### src/rtl/pwm_period_gen.sv
`timescale 1ns/1ps
module pwm_period_gen #(
  parameter int CNT_W = 16
)(
  input  logic             clk,
  input  logic             rst_n,
  input  logic             enable,
  input  logic [2:0]       clk_sel,
  input  logic             wr_period,
  input  logic [CNT_W-1:0] period_wdata,
  input  logic             wr_width,
  input  logic [CNT_W-1:0] width_wdata,
  input  logic             load,
  output logic [CNT_W-1:0] period_rdata,
  output logic [CNT_W-1:0] width_rdata,
  output logic [CNT_W-1:0] count,
  output logic             pwm_out,
  output logic             period_match
);
  localparam int PRE_W = 9;
  localparam logic [CNT_W-1:0] CNT_ONE = CNT_W'(1);

  logic [PRE_W-1:0] pre_q, tap_mask;
  logic [CNT_W-1:0] cnt_q, next_per_q, cur_per_q, next_wid_q, cur_wid_q;
  logic             out_q, match_q;
  logic             tick, per_hit, wid_hit, reload;

  always_comb begin
    if (clk_sel == 3'd7) tap_mask = '1;
    else                 tap_mask = ~({PRE_W{1'b1}} << (clk_sel + 3'd1));
  end

  assign tick    = enable && ((pre_q & tap_mask) == tap_mask);
  assign per_hit = (cnt_q == cur_per_q);
  assign wid_hit = (cnt_q == cur_wid_q);
  assign reload  = tick && per_hit;

  always_ff @(posedge clk or negedge rst_n) begin
    if (!rst_n)       pre_q <= '0;
    else if (!enable) pre_q <= '0;
    else              pre_q <= pre_q + 1'b1;
  end

  always_ff @(posedge clk or negedge rst_n) begin
    if (!rst_n) begin
      next_per_q <= '0;
      next_wid_q <= '0;
    end else begin
      if (wr_period) next_per_q <= period_wdata;
      if (wr_width)  next_wid_q <= width_wdata;
    end
  end

  always_ff @(posedge clk or negedge rst_n) begin
    if (!rst_n) begin
      cur_per_q <= '0;
      cur_wid_q <= '0;
    end else if (load || reload) begin
      cur_per_q <= next_per_q;
      cur_wid_q <= next_wid_q;
    end
  end

  always_ff @(posedge clk or negedge rst_n) begin
    if (!rst_n)       cnt_q <= CNT_ONE;
    else if (!enable) cnt_q <= CNT_ONE;
    else if (tick)    cnt_q <= per_hit ? CNT_ONE : cnt_q + 1'b1;
  end

  always_ff @(posedge clk or negedge rst_n) begin
    if (!rst_n)              out_q <= 1'b0;
    else if (!enable)        out_q <= 1'b0;
    else if (reload)         out_q <= |next_wid_q;
    else if (tick && wid_hit) out_q <= 1'b0;
  end

  always_ff @(posedge clk or negedge rst_n) begin
    if (!rst_n) match_q <= 1'b0;
    else        match_q <= reload;
  end

  assign period_rdata = next_per_q;
  assign width_rdata  = next_wid_q;
  assign count        = cnt_q;
  assign pwm_out      = out_q;
  assign period_match = match_q;
endmodule


### config.mk
export PLATFORM = sky130hd
export DESIGN_NAME = pwm_period_gen
export DESIGN_NICKNAME = d
export VERILOG_FILES = /design/src/rtl/pwm_period_gen.sv
export SDC_FILE = /design/constraint.sdc
export NUM_CORES = 1
export LEC_CHECK = 0
export CAP_MARGIN = 20
export CORE_AREA = 2 2 89 91
export CTS_BUF_LIST = sky130_fd_sc_hd__clkbuf_4
export DETAILED_ROUTE_END_ITERATION = 12
export DIE_AREA = 0 0 91 93
export DONT_BUFFER_PORTS = 1
export PLACE_DENSITY = 0.79
export SLEW_MARGIN = 20
export SYNTH_ARGS = -nofsm -noshare
export SYNTH_HDL_FRONTEND = slang
export SYNTH_SLANG_ARGS = --single-unit
### constraint.sdc
create_clock -name clk -period 1.9 [get_ports clk]
set_input_delay 0 -clock clk [delete_from_list [all_inputs] [get_ports clk]]
set_output_delay 0 -clock clk [all_outputs]
set_load 0.01 [all_outputs]
Word level (Yosys, flattened, before mapping)
Cells that the tools add are included.

storage, ports and cells
  flip-flop bits (word level) = 91
  bits of input ports = 41
  output and inout bits = 50
  logic and storage cells = 33

cells by class
  add/subtract/negate cells = 3
  eq/ne operators = 6
  shift-type cells = 1
  mux-type cells = 8
  bitwise logic cells = 2
  reductions and logical operators = 5

operator list
  cell                                                   count
  two-way mux 16 bit                                     3
  == test 16 bit                                         2
  two-way mux 9 bit                                      2
  adder 16 x 1 -> 16 bit, second input constant          1
  OR reduction 16 bit                                    1
  adder 9 x 1 -> 9 bit, second input constant            1
  AND 9 bit                                              1
  == test 9 bit                                          1
  NOT 9 bit                                              1
  << shifter 9 x 3 -> 9 bit, first input constant        1
  adder 3 x 1 -> 3 bit, second input constant            1
  == test 3 bit, second input constant                   1
  logical AND 1 bit                                      3
  two-way mux 1 bit                                      3
  inequality test 3 x 1 -> 1 bit, second input constant  1
  inequality test 2 x 1 -> 1 bit, second input constant  1
  logical OR 1 bit                                       1

Longest topological paths before layout
Gate-level depths: netlist (run 1).

  depth in word-level cells = 11
  gate-level depth with buffers = 10
  gate-level depth less buffers = 9

Worst setup path before layout (run 1)
OpenSTA, ideal clock, no wires.

  kind = input-to-reg
  start point = in clk_sel[0]
  end point = reg cnt_q[9], in the netlist count[9]
  library setup time = 77 ps
  arrival = 2030 ps
  data required time = 1823 ps
  slack = -207 ps
  stages = 10
  path through = ha_1 > inv_1 > ha_1 > nor3b_2 > a2bb2oi_1 > nand3_1 > or3_1 > buf_2 > or4_1 > a21oi_1

on the way
  word-level cells in the longest chain between the ends = 8

ends and longest elaborated chain
  element                                       RTL line  source
  start: declaration                            8         input logic [2:0] clk_sel,
  adder 3 x 1 -> 3 bit                          30        else tap_mask = ~({PRE_W{1'b1}} << (clk_sel + 3'd1));
  << shifter 9 x 3 -> 9 bit                     30
  NOT 9 bit                                     30
  two-way mux 9 bit (*)                         29        if (clk_sel == 3'd7) tap_mask = '1;
  AND 9 bit                                     33        assign tick = enable && ((pre_q & tap_mask) == tap_mask);
  == test 9 bit (*)                             33
  logical AND 1 bit (*)                         33
  inequality test 2 x 1 -> 1 bit (no line) (*)  -
  end signal: assignment                        67        else if (tick) cnt_q <= per_hit ? CNT_ONE : cnt_q + 1'b1;
  end: declaration                              24        logic [CNT_W-1:0] cnt_q, next_per_q, cur_per_q, next_wid_q, cur_wid_q;

Mark *: on every way between the ends. The rest lies on a longest branch, timed or not.
A chain may end at the register's enable or synchronous reset.

Final worst setup path (run 1)
  start point = reg cnt_q[0], in the netlist count[0]
  end point = reg cnt_q[15], in the netlist count[15]

on the way
  word-level cells in the longest chain between the ends = 4

ends and longest elaborated chain
  element                                                          RTL line  source
  adder 16 x 1 -> 16 bit / == test 16 bit (equally long branches)  67, 34
  two-way mux 16 bit (*) (2 in series)                             67
  two-way mux 16 bit (*)                                           66        else if (!enable) cnt_q <= CNT_ONE;

Mark *: on every way between the ends. The rest lies on a longest branch, timed or not. The select of a mux whose other input is x is not followed.

==> reports/qor.csv, run 1 <==
stage;metric;value;unit
setup_path;reg2reg start;count[0];
cells_and_area;most common cell after layout, fill and taps aside;dfrtp_1;
yosys;Syn Nets;405;
drt;Routed WL per cell;19.9;µm
pwr;NetSw;1040;µW
drt;M1 wire length;4590;µm
sta;min cycle time layout;2.14;ns
setup_path;CP delay by family, top;simple AND/OR/NAND/NOR gates;
setup_path;crit end category;flop;
sta;Final Max Slew Viols;0;
setup_path;WP data arrival;2.48;ns
global_routing;vias in the first global route;3396;
drt;final WL;11300;µm
sta;RSZ-0062 raised after global routing;true;
drt;Via density;5.79;
pwr;internal power;3120;µW
cells_and_area;share of cells above drive strength 1;0.335;
pwr;combinational share of power;0.150;
placement;dpl hpwl;7120;µm
yosys;sequential area share after synthesis;0.524;
cts;root buf cell;clkbuf_4;
placement;RD Place Congestion;0.899;
pwr;power density cells;728;mW/mm²
run_status;status;finished with violations;
pwr;VDD IR-drop max;0.000499;V
drt;drt initial violations;302;
drt;met2 WL post-DR;5560;µm
setup_path;Slowest cell on crit path;dfstp_2;
setup_path;Critical Path Max Stage Delay;0.58;ns
run_status;failing checks;negative hold slack, negative setup slack;
sta;final critical-path share of the clock period;1.13;
drt;# DRC;0;
yosys;Mapped Cells;357;
pwr;Net Sw Frac;0.250;
drt;total number of vias;3282;
cts;Clock Latency Late Sink;0.45;ns
flow_run;MaxCap Viol Count;0;
drt;WL met3;904;µm
global_routing;first-pass GRT wire length;17800;µm
setup_path;crit path launch;count[0];
setup_path;CP Depth;7;
drt;DR top layer;met4;
setup_path;Crit path required time;2.24;ns
setup_path;CP Buf/Inv Count;1;
yosys;ys flop type;dfrtp_1;
cells_and_area;ant diodes;0;
yosys;synth unique cells;44;
placement;DP Cell Count;480;
yosys;Syn. warnings;0;
cts;CTS sink count;91;
sta;Worst-Margin Slew;0.401;ns
floorplanning;Die Ht;93;µm
cts;Longest Clk Path Bufs;2;
cells_and_area;Final nets;508;
floorplanning;Core Area;0.00753;mm²
yosys;Post-synth EDFFs;0;
sta;Sum Neg Setup Slack;-7.96;ns
global_routing;GR Overflow Total;0;
pwr;Flop pwr share;0.556;
setup_path;Crit Path Class;flop to flop;
cells_and_area;area occupied by multi-input gates;0.00205;mm²
sta;Hold Fails Final Rpt;91;
cts;TritonCTS clock tree;built;
global_routing;initial antenna violation count;0;
cts;clock transition at the registers of the reported paths;0.14;ns
setup_path;crit-path cells;xnor2_2 > nand4_1 > nor4_4 > nor4_2 > buf_4 > and3_4 > a221o_1;
yosys;Yosys reg bits;91;
sta;final worst slack;-0.245;ns
global_routing;largest net degree at the start of global routing;92;
cells_and_area;Final Non-Filler Cells;567;
cells_and_area;synth-to-layout area growth;31.4;%
global_routing;Total Routing Usage GR;0.276;
floorplanning;starting density of the core;0.578;
sta;relative slew slack;0.729;
cts;TritonCTS buffer count;9;
worst_hold_path;hold crit path type;input port to async pin;
setup_path;CP max FO;5;
floorplanning;Ports;91;
floorplanning;Chip Width;91;µm
pwr;clock network power share;0.294;
cts;H-tree levels;3;
setup_path;flop-to-flop setup slack;-0.24;ns
sta;final hold slack;-0.780;ns
pwr;Pleak;0.00236;µW
placement;Buffers on Ports;0;
cells_and_area;most frequent cells in the layout;90 x dfrtp_1, 68 x dlygate4sd3_1, 61 x mux2_2;
sta;Fmax;0.466;GHz
sta;# setup viols final;48;
yosys;Async SR Flop Fraction;1.00;
placement;Post-Place Cell Area;0.00476;mm²
floorplanning;Std-Cell Rows;32;
floorplanning;die area;0.00846;mm²
cells_and_area;Fillers;497;
cells_and_area;FF+latch area;0.00228;mm²
yosys;Synth Area per Inst;12.2;µm²
sta;skew final;0.0153;ns
drt;Initial DRT Pass Iterations;6;
setup_path;R2R Path End;count[15];
yosys;Syn Std Cell Area;0.00435;mm²
setup_path;r2r worst-path depth;7;
setup_path;CP startpoint kind;flop;
cells_and_area;post-route design area;0.00572;mm²
drt;Final ANT Viol Nets;0;
==> cell type report <==
class,instances,area share
Clock inverter,4,0.0129
Clock buffer,12,0.0158
Multi-Input combinational cell,237,0.359
Tap cell,102,0.0223
Timing Repair Buffer,115,0.188
Inverter,6,0.00394
Sequential cell,91,0.398
==> state kept, by name, summed over array words and instances (netlist names) <==
name and flops:
count 16, cur_per_q 16, cur_wid_q 16, period_rdata 16
width_rdata 16, pre_q 9, period_match 1, pwm_out 1
==> what timing repair did <==
action | 4_1_cts | 5_1_grt
cloned | 1 | 0
pin swaps | 4 | 9
setup endpoints to repair | 44 | 49
buffers inserted | 2 | 2
endpoints found under the hold margin | 178 | 102
hold buffers | 67 | 1
gates resized for setup | 7 | 14
==> power by group through the flow <==
stage	registers, µW	clock network (µW)	logic [µW]
after floorplan	2300	0	364
after global placement	2340	0	418
after detailed placement	2350	0	439
after CTS	2310	1230	599
after global routing	2340	1310	672
final	2310	1220	626
==> through the flow <==
stage	power [µW]	setup WS, ns	util
after detailed placement	2790	-0.173	0.632
after global placement	2760	-0.107	0.632
after CTS	4140	-0.133	0.749
final	4160	-0.245	0.760
after floorplan	2660	-0.140	-
after global routing	4320	-0.285	0.760
==> logic make-up after synthesis <==
family	count (synthesis)	share of synthesized area
flops	91	0.524
xor+xnor	39	0.0785
compound gates	41	0.0624
mux	65	0.168
fa+ha+maj	7	0.0201
simple gates	85	0.109
buf+inv	29	0.0388
==> cells in the mapped netlist (2+ instances only) <==
cell type | n | area [µm²]
mux2_2 | 61 | 687
nand3_1 | 14 | 70.1
ha_1 | 7 | 87.6
nor2b_1 | 2 | 12.5
or4_1 | 2 | 15.0
buf_1 | 2 | 7.51
xnor2_1 | 35 | 307
o211ai_1 | 5 | 37.5
a221o_1 | 2 | 20.0
clkbuf_1 | 6 | 22.5
and3_1 | 5 | 31.3
nor4_1 | 5 | 31.3
clkbuf_8 | 4 | 55.1
mux2_1 | 3 | 33.8
nand2_1 | 12 | 45.0
a41oi_1 | 2 | 17.5
dfrtp_1 | 90 | 2250
xor2_1 | 4 | 35.0
buf_2 | 10 | 50.1
nand4_1 | 11 | 68.8
o41ai_1 | 4 | 35.0
a31oi_1 | 6 | 37.5
a21oi_1 | 11 | 55.1
nor2_1 | 23 | 86.3
o21ai_0 | 7 | 35.0
nor4_2 | 2 | 25.0
inv_1 | 5 | 18.8
==> worst max-delay path by stage <==
stage / end / slack [ns]
final: count[15] / -0.24
after global routing: count[15] / -0.28
after CTS: cur_per_q[8] / -0.13
after detailed placement: count[3] / -0.17
after global placement: count[5] / -0.11
after floorplan: count[5] / -0.14
==> metal layers <==
layer / global-route usage / up-vias
met1: 0.359 / 1599
met5: 0 / -
met4: 0.125 / 0
met2: 0.444 / 164
li1: - / 1489
met3: 0.0653 / 30
Power figures use the tool's default switching activity.
==> run 2, diff against run 1 <==
Settings changed: ABC_AREA set to 1, CORE_AREA 2 2 89 91 to 2 2 92 94, DIE_AREA 0 0 91 93 to 0 0 94 96.
==> run 2 against run 1 <==
Compared with the run above:
- the flow finishes with violations (design-rule violations, negative hold slack)
- core utilization shrank 4.8 points
- cell area increased by 0.22%
- non-clock buffer count is 20 lower
- largest cell class unchanged
==> reports/qor.csv, run 2 <==
stage;metric;value;unit;change
drt;drt initial violations;362;;+20%
yosys;Yosys reg bits;91;;unchanged
setup_path;crit-path cells;xnor2_1 > nand2_1 > nor2_2 > nand2_1 > nor2_2 > nand2_4 > buf_12 > inv_1 > nand2_1 > nand2_1;;
cts;CTS sink count;91;;unchanged
sta;final hold slack;-0.774;ns;+0.00516 ns
cts;TritonCTS clock tree;built;;
global_routing;met1 Usage GRT;0.369;;+0.0104
sta;Worst-Margin Slew;0.469;ns;+0.0676 ns
global_routing;largest net degree at the start of global routing;92;;unchanged
yosys;Synth Area in Compound Gates;0.0402;;-0.0221
cts;Clock Latency Late Sink;0.44;ns;about the same
setup_path;Crit Path Class;flop to flop;;
run_status;failing checks;design-rule violations, negative hold slack;;
placement;dpl hpwl;8010;µm;+13%
setup_path;CP most frequent cell;nand2_1;;
sta;skew final;0.0200;ns;+0.00472 ns
cts;Hold Buf Count CTS;66;;-1.5%
floorplanning;die area;0.00902;mm²;+6.6%
setup_path;R2R Path End;pwm_out;;
cts;Longest Clk Path Bufs;2;;unchanged
drt;Final ANT Viol Nets;0;;unchanged
pwr;Pleak;0.00282;µW;+19%
floorplanning;Core Area;0.00805;mm²;+7.0%
drt;total number of vias;4190;;+28%
cells_and_area;Final nets;704;;+39%
drt;Routed WL per cell;15.9;µm;-20%
worst_hold_path;hold crit path type;input port to async pin;;
setup_path;WP data arrival;2.16;ns;-0.32 ns
yosys;cell taking the most area after synthesis;dfrtp_1;;
cells_and_area;final core occ;0.712;;-0.0479
yosys;most frequent cell after synthesis;nand2_1;;
pwr;power density cells;675;mW/mm²;-7.3%
setup_path;CP Buf/Inv Count;2;;+1
sta;Final Max Slew Viols;0;;unchanged
drt;final WL;12200;µm;+7.8%
pwr;VDD IR-drop max;0.000556;V;+11%
setup_path;CP startpoint kind;flop;;
sta;RSZ-0062 raised after global routing;false;;
yosys;post-synthesis mux area share;0.0768;;-0.0912
yosys;top cell type's share of synthesized area;0.480;;-0.0378
yosys;Post-synth top cells;199 x nand2_1, 90 x dfrtp_1, 66 x inv_1;;
global_routing;Global Route met2 Usage;0.489;;+0.0455
global_routing;vias in the first global route;4265;;+26%
global_routing;initial antenna violation count;0;;unchanged
sta;relative slew slack;0.687;;-0.0419
sta;final critical-path share of the clock period;0.929;;-0.200
cells_and_area;most common cell after layout, fill and taps aside;nand2_1;;
sta;Fmax;0.567;GHz;+22%
setup_path;CP Depth;10;;+3
setup_path;Crit path required time;2.30;ns;+0.06 ns
placement;RD Place Congestion;0.936;;+4.1%
global_routing;first-pass GRT wire length;20100;µm;+13%
global_routing;Total Routing Usage GR;0.288;;+0.0122
sta;Hold Fails Final Rpt;91;;unchanged
cts;clock transition at the registers of the reported paths;0.15;ns;about the same
yosys;Synth area leaders;dfrtp_1 48%, nand2_1 16%, mux2_2 7.7%;;
setup_path;Critical Path Sink;pwm_out;;
setup_path;CP delay by family, top;flip-flops;;
flow_run;MaxCap Viol Count;0;;unchanged
yosys;Post-synth EDFFs;0;;unchanged
cts;root buf cell;clkbuf_4;;
cts;H-tree levels;3;;unchanged
setup_path;crit end category;flop;;
global_routing;grt met3 use;0.0532;;-0.0120
setup_path;Slowest cell on crit path;dfstp_2;;
cells_and_area;ant diodes;0;;unchanged
setup_path;r2r worst-path depth;10;;+3
sta;Sum Neg Setup Slack;0;ns;+7.96 ns
yosys;Syn. warnings;0;;unchanged
yosys;sequential area share after synthesis;0.485;;-0.0382
floorplanning;Chip Width;94;µm;+3.3%
global_routing;GRT busiest layer;met2;;
floorplanning;Die Ht;96;µm;+3.2%
global_routing;GR Overflow Total;0;;unchanged
yosys;Syn Std Cell Area;0.00469;mm²;+7.9%
cells_and_area;share of cells above drive strength 1;0.136;;-0.199
yosys;Async SR Flop Fraction;1.00;;unchanged
sta;# setup viols final;0;;-100%
setup_path;crit path launch;count[0];;
yosys;Synth Area in XOR/XNOR;0.0261;;-0.0524
yosys;main combinational cell family by area after synthesis;simple AND/OR/NAND/NOR gates;;
sta;min cycle time layout;1.76;ns;-0.381 ns
floorplanning;Ports;91;;unchanged
yosys;synth unique cells;30;;-32%
cells_and_area;most frequent cells in the layout;199 x nand2_1, 88 x dfrtp_1, 66 x dlygate4sd3_1;;
setup_path;Critical Path Max Stage Delay;0.66;ns;+0.08 ns
cells_and_area;Fillers;626;;+26%
yosys;ys flop type;dfrtp_1;;
drt;Initial DRT Pass Iterations;9;;+3
setup_path;CP max FO;23;;+18
placement;Buffers on Ports;0;;unchanged
yosys;Synth Area per Inst;8.26;µm²;-32%
drt;# DRC;2;;+2
cells_and_area;synth-to-layout area growth;22.1;%;
drt;Via density;5.47;;-5.5%
yosys;Mapped Cells;568;;+59%
yosys;Syn Nets;616;;+52%
setup_path;reg2reg start;count[0];;
setup_path;flop-to-flop setup slack;0.14;ns;+0.38 ns
yosys;post-synthesis simple-gate area fraction;0.271;;+0.163
floorplanning;starting density of the core;0.583;;+0.00494
run_status;status;finished with violations;;
cts;TritonCTS buffer count;9;;unchanged
floorplanning;Std-Cell Rows;33;;+3.1%
yosys;Post-Synth Adder-Cell Area;0.0187;;-0.00147
[run 2: changes by cell type after synthesis, sizes merged, moves of 8 or more]
cell,before,now
xnor2,35,2
inv,5,68
nor2,23,42
nand2,12,201
xor2,4,12
mux2,64,32
o22ai,1,14
nand3,14,46
nand4,12,3
[run 2: layout make-up]
cell class	count	area [µm²]	share of cell area
Clock buffer	11	82.6	0.0144
Clock inverter	5	37.5	0.00655
Inverter	68	255	0.0445
Multi-Input combinational cell	391	2050	0.358
Sequential cell	91	2280	0.398
Tap cell	105	131	0.0229
Timing Repair Buffer	95	891	0.155
[run 2: worst min-delay path by stage]
| stage | startpoint | to | slack, ns | cells past startpoint |
|---|---|---|---|---|
| 2_1_floorplan | rst_n | count[10] | -0.30 | 0 |
| 3_3_place_gp | rst_n | width_rdata[2] | -0.29 | 0 |
| 3_5_place_dp | rst_n | width_rdata[2] | -0.29 | 0 |
| 4_1_cts | rst_n | width_rdata[5] | -0.79 | 0 |
| 5_1_grt | rst_n | width_rdata[5] | -0.81 | 0 |
| 6_report | rst_n | width_rdata[1] | -0.77 | 0 |
[run 2: what timing repair did]
item	CTS	global route
buffers inserted	0	4
endpoints found under the setup margin	0	35
hold endpoints to repair	146	91
resized for setup	0	7
[run 2: worst reg2reg max path: stages, from the launching register on]
cell     delay [ns]
dfstp_2        0.66
xnor2_1        0.14
nand2_1        0.08
nor2_2         0.09
nand2_1        0.06
nor2_2         0.15
nand2_4        0.13
buf_12         0.19
inv_1          0.09
nand2_1        0.06
nand2_1        0.06
[run 2: layer usage]
| layer | up-vias | part of all wire |
|---|---|---|
| met3 | 31 | 0.077 |
| met4 | 0 | 0.022 |
| met1 | 1993 | 0.40 |
| met5 | - | 0 |
| li1 | 1979 | - |
| met2 | 187 | 0.50 |
[run 2: cell families (layout without fill, tap and decap cells)]
logic type,Yosys count,in the layout
buf+inv,86,179
mux,32,32
compound gates,33,33
xor+xnor,14,14
flops,91,91
simple gates,305,305
fa+ha+maj,7,7
[run 2: power breakdown]
part	total [µW]	switching (µW)	internal (µW)	leakage, µW
Sequential	2300	205	2090	0.00113
Clock	983	678	305	0.0000651
Combinational	589	260	329	0.00162
[run 2: stage by stage]
| step | area (µm²) | hold slack (ns) | total power, µW | setup WS, ns | std cells |
|---|---|---|---|---|---|
| 4_1_cts | 5680 | -0.788 | 3840 | 0.0881 | 762 |
| 3_3_place_gp | 4900 | -0.293 | 2710 | 0.178 | 680 |
| 2_1_floorplan | 4690 | -0.296 | 2640 | 0.193 | 568 |
| 6_report | 5730 | -0.774 | 3870 | 0.136 | 766 |
| 5_1_grt | 5730 | -0.807 | 4040 | 0.00684 | 766 |
| 3_5_place_dp | 4900 | -0.294 | 2740 | 0.0726 | 680 |
==> run 3, diff against run 2 <==
Settings changed: CORE_AREA 2 2 92 94 to 2 2 129 68, DIE_AREA 0 0 94 96 to 0 0 131 70.
==> run 3 against run 2 <==
Compared with the run above:
- the flow finishes with violations (negative hold slack)
- clock skew decreased by 0.00059 ns
- wire length up 2.6%
- core utilization shrank 1.2 points
- non-clock buffer count is the same
- hold slack worse by 0.0043 ns
- combinational power rose by 2%
- sequential share of layout area fell by 0.30 points
- maximum frequency decreased by 0.57%
- die area rose by 1.6%
- flip-flop and latch count is the same
- cell count grew 1.6%
- critical endpoint is now count[14]
==> reports/qor.csv, run 3 (synthesis gave the netlist of run 2 again) <==
stage;metric;value;unit;change
run_status;status;finished with violations;;
run_status;failing checks;negative hold slack;;
setup_path;Crit path required time;2.22;ns;-0.08 ns
floorplanning;Die Ht;70;µm;-27%
floorplanning;Core Area;0.00826;mm²;+2.6%
cells_and_area;ant diodes;0;;unchanged
cts;Hold Buf Count CTS;66;;unchanged
cts;clock transition at the registers of the reported paths;0.16;ns;about the same
setup_path;crit-path cells;ha_2 > nand2_1 > nor2_4 > nand3_1 > nor2_2 > xor2_1 > o22ai_1;;
floorplanning;Ports;91;;unchanged
placement;DP Cell Count;696;;+2.4%
drt;Final ANT Viol Nets;0;;unchanged
sta;relative slew slack;0.750;;+0.0629
global_routing;GR Overflow Total;0;;unchanged
cts;TritonCTS buffer count;9;;unchanged
setup_path;Crit Path Class;flop to flop;;
floorplanning;die area;0.00917;mm²;+1.6%
drt;total number of vias;4163;;-0.64%
cts;Longest Clk Path Bufs;2;;unchanged
global_routing;first-pass GRT wire length;19900;µm;-0.89%
sta;final worst slack;0.126;ns;-0.0102 ns
cells_and_area;most common cell after layout, fill and taps aside;nand2_1;;
sta;Hold Fails Final Rpt;91;;unchanged
floorplanning;Std-Cell Rows;24;;-27%
setup_path;Critical Path Max Stage Delay;0.63;ns;-0.03 ns
worst_hold_path;hold crit path type;input port to async pin;;
global_routing;largest net degree at the start of global routing;92;;unchanged
cells_and_area;FF+latch area;0.00228;mm²;+0.11%
cts;H-tree levels;3;;unchanged
drt;Routed WL per cell;16.1;µm;+1.0%
setup_path;CP startpoint kind;flop;;
sta;Worst-Margin Slew;0.371;ns;-0.0973 ns
drt;drt initial violations;351;;-3.0%
global_routing;vias in the first global route;3996;;-6.3%
sta;final critical-path share of the clock period;0.934;;+0.00536
placement;dpl hpwl;8660;µm;+8.1%
floorplanning;starting density of the core;0.568;;-0.0146
placement;pre-CTS setup slack;0.0497;ns;-0.0229 ns
drt;# DRC;0;;-2
setup_path;crit end category;flop;;
global_routing;Total Routing Usage GR;0.288;;about the same
placement;Buffers on Ports;0;;unchanged
drt;Via density;5.35;;-2.2%
cells_and_area;share of cells above drive strength 1;0.142;;+0.00605
cells_and_area;synth-to-layout area growth;23.2;%;
sta;Final Max Slew Viols;0;;unchanged
cells_and_area;most frequent cells in the layout;199 x nand2_1, 86 x dfrtp_1, 66 x inv_1, 66 x dlygate4sd3_1, 46 x nand3_1;;
pwr;VDD IR-drop max;0.000558;V;+0.38%
placement;RD Place Congestion;0.919;;-1.8%
cells_and_area;Final Non-Filler Cells;778;;+1.6%
drt;final WL;12500;µm;+2.6%
cells_and_area;area occupied by multi-input gates;0.00205;mm²;-0.12%
pwr;Pleak;0.00284;µW;+0.46%
sta;Fmax;0.564;GHz;-0.57%
pwr;power density cells;672;mW/mm²;-0.43%
sta;skew final;0.0194;ns;-0.000589 ns
drt;Initial DRT Pass Iterations;5;;-4
floorplanning;Chip Width;131;µm;+39%
cts;CTS sink count;91;;unchanged
placement;Post-Place Cell Area;0.00498;mm²;+1.7%
setup_path;reg2reg start;count[0];;
cells_and_area;Fillers;633;;+1.1%
sta;min cycle time layout;1.77;ns;+0.0102 ns
setup_path;WP data arrival;2.10;ns;-0.06 ns
cts;root buf cell;clkbuf_4;;
sta;# setup viols final;0;;unchanged
sta;Sum Neg Setup Slack;0;ns;unchanged
setup_path;CP max FO;4;;-83%
flow_run;MaxCap Viol Count;0;;unchanged
cells_and_area;post-route design area;0.00578;mm²;+0.87%
setup_path;Slowest cell on crit path;dfstp_2;;
cts;Clock Latency Late Sink;0.44;ns;about the same
setup_path;crit path launch;count[0];;
sta;final hold slack;-0.779;ns;-0.00431 ns
cts;TritonCTS clock tree;built;;
global_routing;initial antenna violation count;0;;unchanged
cells_and_area;Final nets;704;;unchanged
## run 3: final cells by class
type | count | share of cell area
clock buffers | 9 | 0.0117
clock inverters | 7 | 0.00866
inverters | 68 | 0.0441
multi-input cells | 391 | 0.355
flip-flops and latches | 91 | 0.395
well taps | 117 | 0.0253
repair buffers | 95 | 0.161
## run 3: timing repair
action                                  4_1_cts  5_1_grt
endpoints found under the setup margin        0       40
gates resized for setup                       0       11
endpoints found under the hold margin       140       91
buffers inserted                              0        0
## run 3: worst paths after layout
kind	endpoint	slack (ns)	cells past startpoint
max in group asynchronous	count[0]	2.48	0
setup / recovery	count[14]	0.13	7
setup reg to reg	count[14]	0.13	7
hold / removal	count[8]	-0.78	0
min in group clk	width_rdata[12]	0.25	2
hold reg to reg	pre_q[0]	0.52	1
## run 3: through the flow
| step | hold WS (ns) | utilization | total power (µW) |
|---|---|---|---|
| detailed placement | -0.292 | 0.603 | 2770 |
| CTS | -0.795 | 0.697 | 3870 |
| global placement | -0.292 | 0.603 | 2740 |
| global route | -0.813 | 0.700 | 4090 |
| finish | -0.779 | 0.700 | 3890 |
| floorplan | -0.296 | - | 2640 |
## run 3: critical path, delay by kind of cell (launching register included)
| kind | cells | cell delay [ns] |
|---|---|---|
| compound gates | 1 | 0.10 |
| simple gates | 4 | 0.56 |
| xor+xnor | 1 | 0.16 |
| fa+ha+maj | 1 | 0.21 |
| flops | 1 | 0.63 |
## run 3: where the power goes
part           switching, µW  total, µW  leakage, µW  internal [µW]
logic                    266        600      0.00164            335
clock network            690        970    0.0000661            279
registers                223       2320      0.00113           2090
## run 3: per-layer routing
metal | track usage | wire (µm) | up-vias
met5 | 0 | 0 | -
met4 | 0.0532 | 59 | 0
met2 | 0.423 | 5470 | 190
met3 | 0.0958 | 1270 | 9
met1 | 0.423 | 5700 | 1986
li1 | - | - | 1978
